[src/rtl/dss_pkg.sv]
package dss_pkg;
  localparam int NUM_AXES = 2;
  localparam int WORD_W   = 32;
  localparam int DLY_W    = WORD_W - 1;

  typedef enum logic [1:0] {
    S_FETCH = 2'd0,
    S_WAIT  = 2'd1,
    S_SETUP = 2'd2,
    S_PULSE = 2'd3
  } seq_state_e;
endpackage

[src/rtl/dss_cmd_fifo.sv]
module dss_cmd_fifo #(
  parameter int DEPTH = 4,
  parameter int WIDTH = 8
) (
  input  logic             clk_i,
  input  logic             rst_ni,
  input  logic             push_valid_i,
  output logic             push_ready_o,
  input  logic [WIDTH-1:0] push_data_i,
  output logic             head_valid_o,
  output logic [WIDTH-1:0] head_data_o,
  input  logic             pop_i
);
  localparam int PTR_W = (DEPTH > 1) ? $clog2(DEPTH) : 1;
  localparam int CNT_W = $clog2(DEPTH + 1);

  logic [WIDTH-1:0] mem_q [DEPTH];
  logic [PTR_W-1:0] wr_q, rd_q;
  logic [CNT_W-1:0] cnt_q;
  logic             do_push, do_pop;

  assign push_ready_o = (cnt_q != CNT_W'(DEPTH));
  assign head_valid_o = (cnt_q != '0);
  assign head_data_o  = mem_q[rd_q];
  assign do_push      = push_valid_i & push_ready_o;
  assign do_pop       = pop_i & head_valid_o;

  function automatic logic [PTR_W-1:0] ptr_next(input logic [PTR_W-1:0] p);
    return (p == PTR_W'(DEPTH - 1)) ? '0 : p + 1'b1;
  endfunction

  always_ff @(posedge clk_i) begin
    if (do_push) mem_q[wr_q] <= push_data_i;
  end

  always_ff @(posedge clk_i or negedge rst_ni) begin
    if (!rst_ni) begin
      wr_q  <= '0;
      rd_q  <= '0;
      cnt_q <= '0;
    end else begin
      if (do_push) wr_q <= ptr_next(wr_q);
      if (do_pop)  rd_q <= ptr_next(rd_q);
      cnt_q <= cnt_q + CNT_W'(do_push) - CNT_W'(do_pop);
    end
  end

  p_no_overflow_r1: assert property (@(posedge clk_i) disable iff (!rst_ni)
    cnt_q <= CNT_W'(DEPTH));

  p_full_holds_r1: assert property (@(posedge clk_i) disable iff (!rst_ni)
    (!push_ready_o && !pop_i) |=> !push_ready_o);

  p_pop_nonempty_r11: assert property (@(posedge clk_i) disable iff (!rst_ni)
    pop_i |-> head_valid_o);
endmodule

[src/rtl/dss_sequencer.sv]
module dss_sequencer
  import dss_pkg::*;
#(
  parameter int N_ENTRIES = 8,
  parameter int PULSE_W   = 100,
  parameter int DIR_SETUP = 2
) (
  input  logic                          clk_i,
  input  logic                          rst_ni,
  input  logic                          head_valid_i,
  input  logic [NUM_AXES-1:0]           head_dir_i,
  input  logic [N_ENTRIES*WORD_W-1:0]   head_delays_i,
  output logic                          pop_o,
  output logic                          dir_we_o,
  output logic                          dir_val_o,
  output logic                          axis_o,
  output logic                          step_set_o,
  output logic                          step_clr_o
);
  localparam int IDX_W = $clog2(N_ENTRIES + 1);
  localparam int SEL_W = (N_ENTRIES > 1) ? $clog2(N_ENTRIES) : 1;

  logic [WORD_W-1:0] ent_arr [N_ENTRIES];
  for (genvar g = 0; g < N_ENTRIES; g++) begin : g_ent
    assign ent_arr[g] = head_delays_i[g*WORD_W +: WORD_W];
  end

  seq_state_e       state_q, state_d;
  logic [DLY_W-1:0] tmr_q, tmr_d;
  logic [IDX_W-1:0] idx_q, idx_d;
  logic             axis_q, axis_d;
  logic [WORD_W-1:0] ent;
  logic             at_end, list_done, tmr_last;

  assign at_end    = (idx_q == IDX_W'(N_ENTRIES));
  assign ent       = at_end ? '0 : ent_arr[idx_q[SEL_W-1:0]];
  assign list_done = (ent[DLY_W-1:0] == '0);
  assign tmr_last  = (tmr_q == DLY_W'(1));
  assign axis_o    = axis_q;
  assign dir_val_o = head_dir_i[axis_q];

  always_comb begin
    state_d    = state_q;
    tmr_d      = tmr_q;
    idx_d      = idx_q;
    axis_d     = axis_q;
    pop_o      = 1'b0;
    dir_we_o   = 1'b0;
    step_set_o = 1'b0;
    step_clr_o = 1'b0;
    case (state_q)
      S_FETCH: begin
        if (head_valid_i) begin
          if (list_done) begin
            pop_o = 1'b1;
            idx_d = '0;
          end else begin
            state_d = S_WAIT;
            tmr_d   = ent[DLY_W-1:0];
            axis_d  = ent[WORD_W-1];
          end
        end
      end
      S_WAIT: begin
        if (tmr_last) begin
          dir_we_o = 1'b1;
          state_d  = S_SETUP;
          tmr_d    = DLY_W'(DIR_SETUP);
        end else begin
          tmr_d = tmr_q - 1'b1;
        end
      end
      S_SETUP: begin
        if (tmr_last) begin
          step_set_o = 1'b1;
          state_d    = S_PULSE;
          tmr_d      = DLY_W'(PULSE_W);
        end else begin
          tmr_d = tmr_q - 1'b1;
        end
      end
      S_PULSE: begin
        if (tmr_last) begin
          step_clr_o = 1'b1;
          state_d    = S_FETCH;
          idx_d      = idx_q + 1'b1;
        end else begin
          tmr_d = tmr_q - 1'b1;
        end
      end
      default: state_d = S_FETCH;
    endcase
  end

  always_ff @(posedge clk_i or negedge rst_ni) begin
    if (!rst_ni) begin
      state_q <= S_FETCH;
      tmr_q   <= '0;
      idx_q   <= '0;
      axis_q  <= 1'b0;
    end else begin
      state_q <= state_d;
      tmr_q   <= tmr_d;
      idx_q   <= idx_d;
      axis_q  <= axis_d;
    end
  end

  // list position never runs past the last word
  p_idx_bound_r5: assert property (@(posedge clk_i) disable iff (!rst_ni)
    idx_q <= IDX_W'(N_ENTRIES));

  p_head_held_r11: assert property (@(posedge clk_i) disable iff (!rst_ni)
    (state_q != S_FETCH) |-> head_valid_i);
endmodule

[src/rtl/dss_axis.sv]
module dss_axis #(
  parameter int POS_W   = 16,
  parameter int PULSE_W = 100
) (
  input  logic                    clk_i,
  input  logic                    rst_ni,
  input  logic                    dir_we_i,
  input  logic                    dir_val_i,
  input  logic                    step_set_i,
  input  logic                    step_clr_i,
  output logic                    step_o,
  output logic                    dir_o,
  output logic signed [POS_W-1:0] pos_o
);
  logic                    step_q, dir_q;
  logic signed [POS_W-1:0] pos_q;

  always_ff @(posedge clk_i or negedge rst_ni) begin
    if (!rst_ni) begin
      step_q <= 1'b0;
      dir_q  <= 1'b0;
      pos_q  <= '0;
    end else begin
      if (dir_we_i) dir_q <= dir_val_i;
      if (step_set_i) begin
        step_q <= 1'b1;
        pos_q  <= dir_q ? pos_q + 1'b1 : pos_q - 1'b1;
      end else if (step_clr_i) begin
        step_q <= 1'b0;
      end
    end
  end

  assign step_o = step_q;
  assign dir_o  = dir_q;
  assign pos_o  = pos_q;

  localparam int HW = $clog2(PULSE_W + 1) + 1;
  logic [HW-1:0] hi_cnt_q;
  always_ff @(posedge clk_i or negedge rst_ni) begin
    if (!rst_ni)     hi_cnt_q <= '0;
    else if (step_q) hi_cnt_q <= hi_cnt_q + 1'b1;
    else             hi_cnt_q <= '0;
  end

  p_pulse_width_r7: assert property (@(posedge clk_i) disable iff (!rst_ni)
    $fell(step_q) |-> hi_cnt_q == HW'(PULSE_W));

  p_dir_setup_r6: assert property (@(posedge clk_i) disable iff (!rst_ni)
    $rose(step_q) |-> (dir_q == $past(dir_q)) && (dir_q == $past(dir_q, 2)));

  p_dir_hold_r6: assert property (@(posedge clk_i) disable iff (!rst_ni)
    step_q |-> $stable(dir_q));

  p_pos_inc_r8: assert property (@(posedge clk_i) disable iff (!rst_ni)
    ($rose(step_q) && dir_q) |-> pos_q == $past(pos_q) + 1'b1);

  p_pos_dec_r8: assert property (@(posedge clk_i) disable iff (!rst_ni)
    ($rose(step_q) && !dir_q) |-> pos_q == $past(pos_q) - 1'b1);

  p_pos_quiet_r8: assert property (@(posedge clk_i) disable iff (!rst_ni)
    !$rose(step_q) |-> $stable(pos_q));
endmodule

[src/rtl/dual_step_sequencer.sv]
module dual_step_sequencer
  import dss_pkg::*;
#(
  parameter int N_ENTRIES   = 8,
  parameter int QUEUE_DEPTH = 4,
  parameter int PULSE_W     = 100,
  parameter int DIR_SETUP   = 2,
  parameter int POS_W       = 16
) (
  input  logic                          clk_i,
  input  logic                          rst_ni,
  input  logic                          cmd_valid_i,
  output logic                          cmd_ready_o,
  input  logic [NUM_AXES-1:0]           cmd_dir_i,
  input  logic [N_ENTRIES*WORD_W-1:0]   cmd_delays_i,
  output logic [NUM_AXES-1:0]           step_o,
  output logic [NUM_AXES-1:0]           dir_o,
  output logic [NUM_AXES*POS_W-1:0]     pos_o
);
  localparam int LIST_W = N_ENTRIES * WORD_W;
  localparam int CMD_W  = NUM_AXES + LIST_W;

  logic             q_valid, q_pop;
  logic [CMD_W-1:0] q_head;
  logic             dir_we, dir_val, seq_axis, step_set, step_clr;

  dss_cmd_fifo #(.DEPTH(QUEUE_DEPTH), .WIDTH(CMD_W)) u_fifo (
    .clk_i        (clk_i),
    .rst_ni       (rst_ni),
    .push_valid_i (cmd_valid_i),
    .push_ready_o (cmd_ready_o),
    .push_data_i  ({cmd_dir_i, cmd_delays_i}),
    .head_valid_o (q_valid),
    .head_data_o  (q_head),
    .pop_i        (q_pop)
  );

  dss_sequencer #(.N_ENTRIES(N_ENTRIES), .PULSE_W(PULSE_W), .DIR_SETUP(DIR_SETUP)) u_seq (
    .clk_i         (clk_i),
    .rst_ni        (rst_ni),
    .head_valid_i  (q_valid),
    .head_dir_i    (q_head[CMD_W-1 -: NUM_AXES]),
    .head_delays_i (q_head[LIST_W-1:0]),
    .pop_o         (q_pop),
    .dir_we_o      (dir_we),
    .dir_val_o     (dir_val),
    .axis_o        (seq_axis),
    .step_set_o    (step_set),
    .step_clr_o    (step_clr)
  );

  for (genvar g = 0; g < NUM_AXES; g++) begin : g_axis
    logic sel;
    assign sel = (seq_axis == 1'(g));
    dss_axis #(.POS_W(POS_W), .PULSE_W(PULSE_W)) u_axis (
      .clk_i      (clk_i),
      .rst_ni     (rst_ni),
      .dir_we_i   (dir_we & sel),
      .dir_val_i  (dir_val),
      .step_set_i (step_set & sel),
      .step_clr_i (step_clr & sel),
      .step_o     (step_o[g]),
      .dir_o      (dir_o[g]),
      .pos_o      (pos_o[g*POS_W +: POS_W])
    );
  end

  p_one_step_r2: assert property (@(posedge clk_i) disable iff (!rst_ni)
    $onehot0(step_o));

  p_idle_low_r9: assert property (@(posedge clk_i) disable iff (!rst_ni)
    !q_valid |-> step_o == '0);

  p_idle_quiet_r9: assert property (@(posedge clk_i) disable iff (!rst_ni)
    (!q_valid && !$past(q_valid)) |-> ($stable(dir_o) && $stable(pos_o)));

  p_retire_quiet_r11: assert property (@(posedge clk_i) disable iff (!rst_ni)
    q_pop |-> step_o == '0);
endmodule

[config.mk]
export PLATFORM = sky130hd
export DESIGN_NAME = dual_step_sequencer
export DESIGN_NICKNAME = d
export VERILOG_FILES = /design/src/rtl/dss_pkg.sv /design/src/rtl/dss_cmd_fifo.sv /design/src/rtl/dss_sequencer.sv /design/src/rtl/dss_axis.sv /design/src/rtl/dual_step_sequencer.sv
export SDC_FILE = /design/constraint.sdc
export NUM_CORES = 1
export LEC_CHECK = 0
export BUFFER_PORTS_ARGS = -buffer_cell sky130_fd_sc_hd__clkbuf_2
export CORE_MARGIN = 3
export CORE_UTILIZATION = 50
export DETAILED_ROUTE_END_ITERATION = 10
export GPL_TIMING_DRIVEN = 0
export PLACE_DENSITY = 0.68
export SYNTH_ARGS = -nofsm -noshare
export SYNTH_HDL_FRONTEND = slang
export SYNTH_HIERARCHICAL = 1
export SYNTH_SLANG_ARGS = --single-unit
[constraint.sdc]
create_clock -name clk_i -period 13.7 [get_ports clk_i]
set_clock_uncertainty 0.15 [all_clocks]
set_input_delay 0 -clock clk_i [delete_from_list [all_inputs] [get_ports clk_i]]
set_output_delay 0 -clock clk_i [all_outputs]
set_load 0.02 [all_outputs]
==> results.toml <==
[run_status]
status = "complete, no violations"

[clock_network]
h-tree-depth = 3
clock_sink_count = 1113
ctsLongestPathBuffers = 3
cts_tree = "yes"
cts_hold_buf = 520
cts_setup_buffers = 0
ctsResizeCount = 0
cts_buffers = 111
path_clk_slew_ns = 0.07
clk_latency_ns = 0.70
root_buffer = "clkbuf_16"

[sta]
grt_setup_unrepaired = "false"
setup_viol = 0
fin_crit_sh_pct = 57.4
finalHoldViolCount = 0
tightestPinTransition_ns = 1.45
min_period_ns = 7.87
tns_ns = 0
drv_slew = 0
max-slew-margin-rel_pct = 3.16
max_freq_mhz = 127

[route]
first_iter_violations = 2987
wl_per_cell_um = 27.7
vias = 26400
drc_errors = 0
vias_per_cell = 6.00
first_pass_iters = 5
ant_nets = 0
wirelength_um = 122000

[yosys]
synth_top_family_by_area = "multiplexers"
yosys.cell_types.count = 89
synth_compound_area_share_pct = 4.31
synth_ff_type = "edfxtp_1"
ys_seq_area_share_pct = 72.6
async_flop_share_pct = 7.28
syn-cell-area_sq_um = 45400
yosys.area_share.simple_pct = 2.54
synth_edf_count = 1032
yosysWarningCount = 6
synth_nets = 2490
synth_seq_cells = 1113
synth_fa_ha_area_share_pct = 1.34
syn_area_per_cell_sq_um = 20.8
synthXorXnorAreaFrac_pct = 0.501
syn_inst = 2182
synthMuxAreaShare_pct = 16.7

[place]
placed_area_sq_um = 49000
numPortBuffers = 297
place.gp.congestion = 0.918
hpwlAfterDp_um = 78600

[power]
power.share.clock_pct = 31.7
p_int_w = 0.00676
p_sw_w = 0.00246
leakagePower_nw = 19.9
p_total_w = 0.00922
seqPwrFrac_pct = 50.2
switching_share_pct = 26.6
comb_power_share_pct = 18.1
power_density_nw_per_um2 = 160
peakVddDrop_mv = 0.122

[global_routing]
grtUsageTotal_pct = 26.2
antenna_found_initial = 12
grt_max_degree = 53
overflow = 0
grt_pass1_wl_um = 181000
grt_pass1_vias = 27500

[worst_setup_path]
crit_fanout = 10
required_ns = 14.13
startpoint_type = "flip-flop"
path_class = "reg -> reg"
end_kind = "flip-flop"
worst_ep_arrival_time_ns = 8.30

[floorplan]
core.rowCount = 109
core_sq_um = 89200
die_w_um = 307
initial_utilization_pct = 51.0
top_level_ports = 298
die_h_um = 307
die_area_sq_um = 94500

[layout]
final_cell_mix = "edfxtp_1 (1032), dlygate4sd3_1 (519), mux4_2 (322), clkbuf_2 (299), clkbuf_16 (112)"
drive_above_1_share_pct = 28.7
layout.nets = 3441
design_area_sq_um = 57700
nFillCells = 6084
layout_commonest_cell = "edfxtp_1"
area_growth_syn_to_layout_pct = 27.0

[run]
cap_violations = 0

[hold_path]
min_path_type = "in -> async"
[logic make-up after synthesis]
family	Yosys count
muxes	352
xor gates and xnor gates	26
DFF	1113
adders and majority gates	47
AOI/OAI and AO/OA	266
and+or+nand+nor	225
buffers and inverters	153
[layer usage]
layer | wire length (um) | part of all wire [%] | GRT usage (%)
met1 | 48800 | 40 | 36.4
met3 | 8510 | 7.0 | 4.46
met5 | 57 | 0.047 | 0
met4 | 3250 | 2.7 | 7.41
met2 | 61100 | 50 | 43.6
[worst paths after layout]
kind / start / end / slack (ns) / cells past startpoint
max in group asynchronous: rst_ni / u_seq/tmr_q[9] / 12.80 / 4
worst max register to register: u_seq/idx_q[1] / u_fifo/cnt_q[2] / 5.83 / 22
worst max-delay path: u_seq/idx_q[1] / u_fifo/cnt_q[2] / 5.83 / 22
worst min register to register: g_axis[1].u_axis/pos_o[15] / g_axis[1].u_axis/pos_o[15] / 0.32 / 1
min in group clk_i: cmd_valid_i / u_fifo/wr_q[1] / 0.28 / 4
worst min-delay path: rst_ni / g_axis[1].u_axis/pos_o[14] / 0.28 / 4
[stage by stage]
| stage | setup WS [ns] | instances | utilization (%) | hold slack (ns) |
|---|---|---|---|---|
| after floorplan | 6.28 | 2182 | - | -0.446 |
| after global placement | 1.48 | 3644 | 54.3 | 0.0613 |
| after detailed placement | 6.07 | 3665 | 54.9 | -0.123 |
| after CTS | 6.04 | 4386 | 64.7 | 0.224 |
| after global routing | 5.61 | 4388 | 64.7 | 0.271 |
| final | 5.83 | 4394 | 64.7 | 0.277 |
[critical path, cell delays in order, from the launching register on]
cell and delay, ns:
dfrtp_1 0.57, buf_2 0.45, buf_1 1.01, buf_1 1.13, inv_1 0.11, ha_1 0.24
a21oi_1 0.82, clkbuf_1 0.45, a22oi_1 0.20, nand4_1 0.20, nor4_4 0.09, nand3_2 0.18
clkbuf_1 0.51, nor3_1 0.10, nand2_1 0.27, inv_1 0.09, ha_1 0.28, inv_1 0.06
ha_1 0.13, inv_1 0.05, fa_1 0.37, xnor2_1 0.18, xnor2_1 0.14
[cell usage after synthesis, types with 10 or more instances]
cell type | instances | area share, %
clkbuf_1 | 29 | 0.24
o211ai_1 | 18 | 0.30
o2bb2ai_1 | 11 | 0.21
nor2_1 | 56 | 0.46
nor4_1 | 12 | 0.17
mux4_2 | 322 | 16
o22ai_1 | 12 | 0.17
xnor2_1 | 16 | 0.31
nand4_1 | 12 | 0.17
nor3_1 | 20 | 0.22
o21ai_0 | 37 | 0.41
nand3_1 | 14 | 0.15
a21oi_1 | 40 | 0.44
buf_6 | 26 | 0.64
nand2_1 | 57 | 0.47
edfxtp_1 | 1032 | 68
buf_2 | 37 | 0.41
a22oi_1 | 22 | 0.36
mux2_2 | 21 | 0.52
inv_1 | 42 | 0.35
xor2_1 | 10 | 0.19
o31ai_1 | 10 | 0.17
dfrtp_1 | 81 | 4.5
a21o_1 | 11 | 0.18
a22o_1 | 21 | 0.40
ha_1 | 44 | 1.2
[final cells by class]
cell class	instances	area, sq um	area share, %
timing repair buffer	838	7280	12.6
multi-input combinational	916	11600	20.1
clock buffer	137	2900	5.02
clock inverter	64	591	1.02
inverter	44	165	0.286
antenna	8	20.0	0.0347
buffer	109	713	1.24
tap	1165	1460	2.53
sequential	1113	33000	57.2
[sequential cells by signal (all words and copies together), names as in the netlist]
register / count
u_fifo/wr_q: 2
u_fifo/mem_q: 1032
u_fifo/rd_q: 2
u_seq/idx_q: 4
g_axis.u_axis/step_o: 2
g_axis.u_axis/dir_o: 2
u_seq/axis_o: 1
u_fifo/cnt_q: 3
g_axis.u_axis/pos_o: 32
u_seq/tmr_q: 31
u_seq/state_q: 2
[power by group through the flow]
stage          Sequential (W)  Combinational, W  Clock (W)
3_5_place_dp          0.00469           0.00154          0
3_3_place_gp          0.00501           0.00140          0
5_1_grt               0.00467           0.00178    0.00311
4_1_cts               0.00462           0.00167    0.00297
2_1_floorplan         0.00482          0.000909          0
6_report              0.00462           0.00167    0.00292
(Power assumes the default switching activity.)
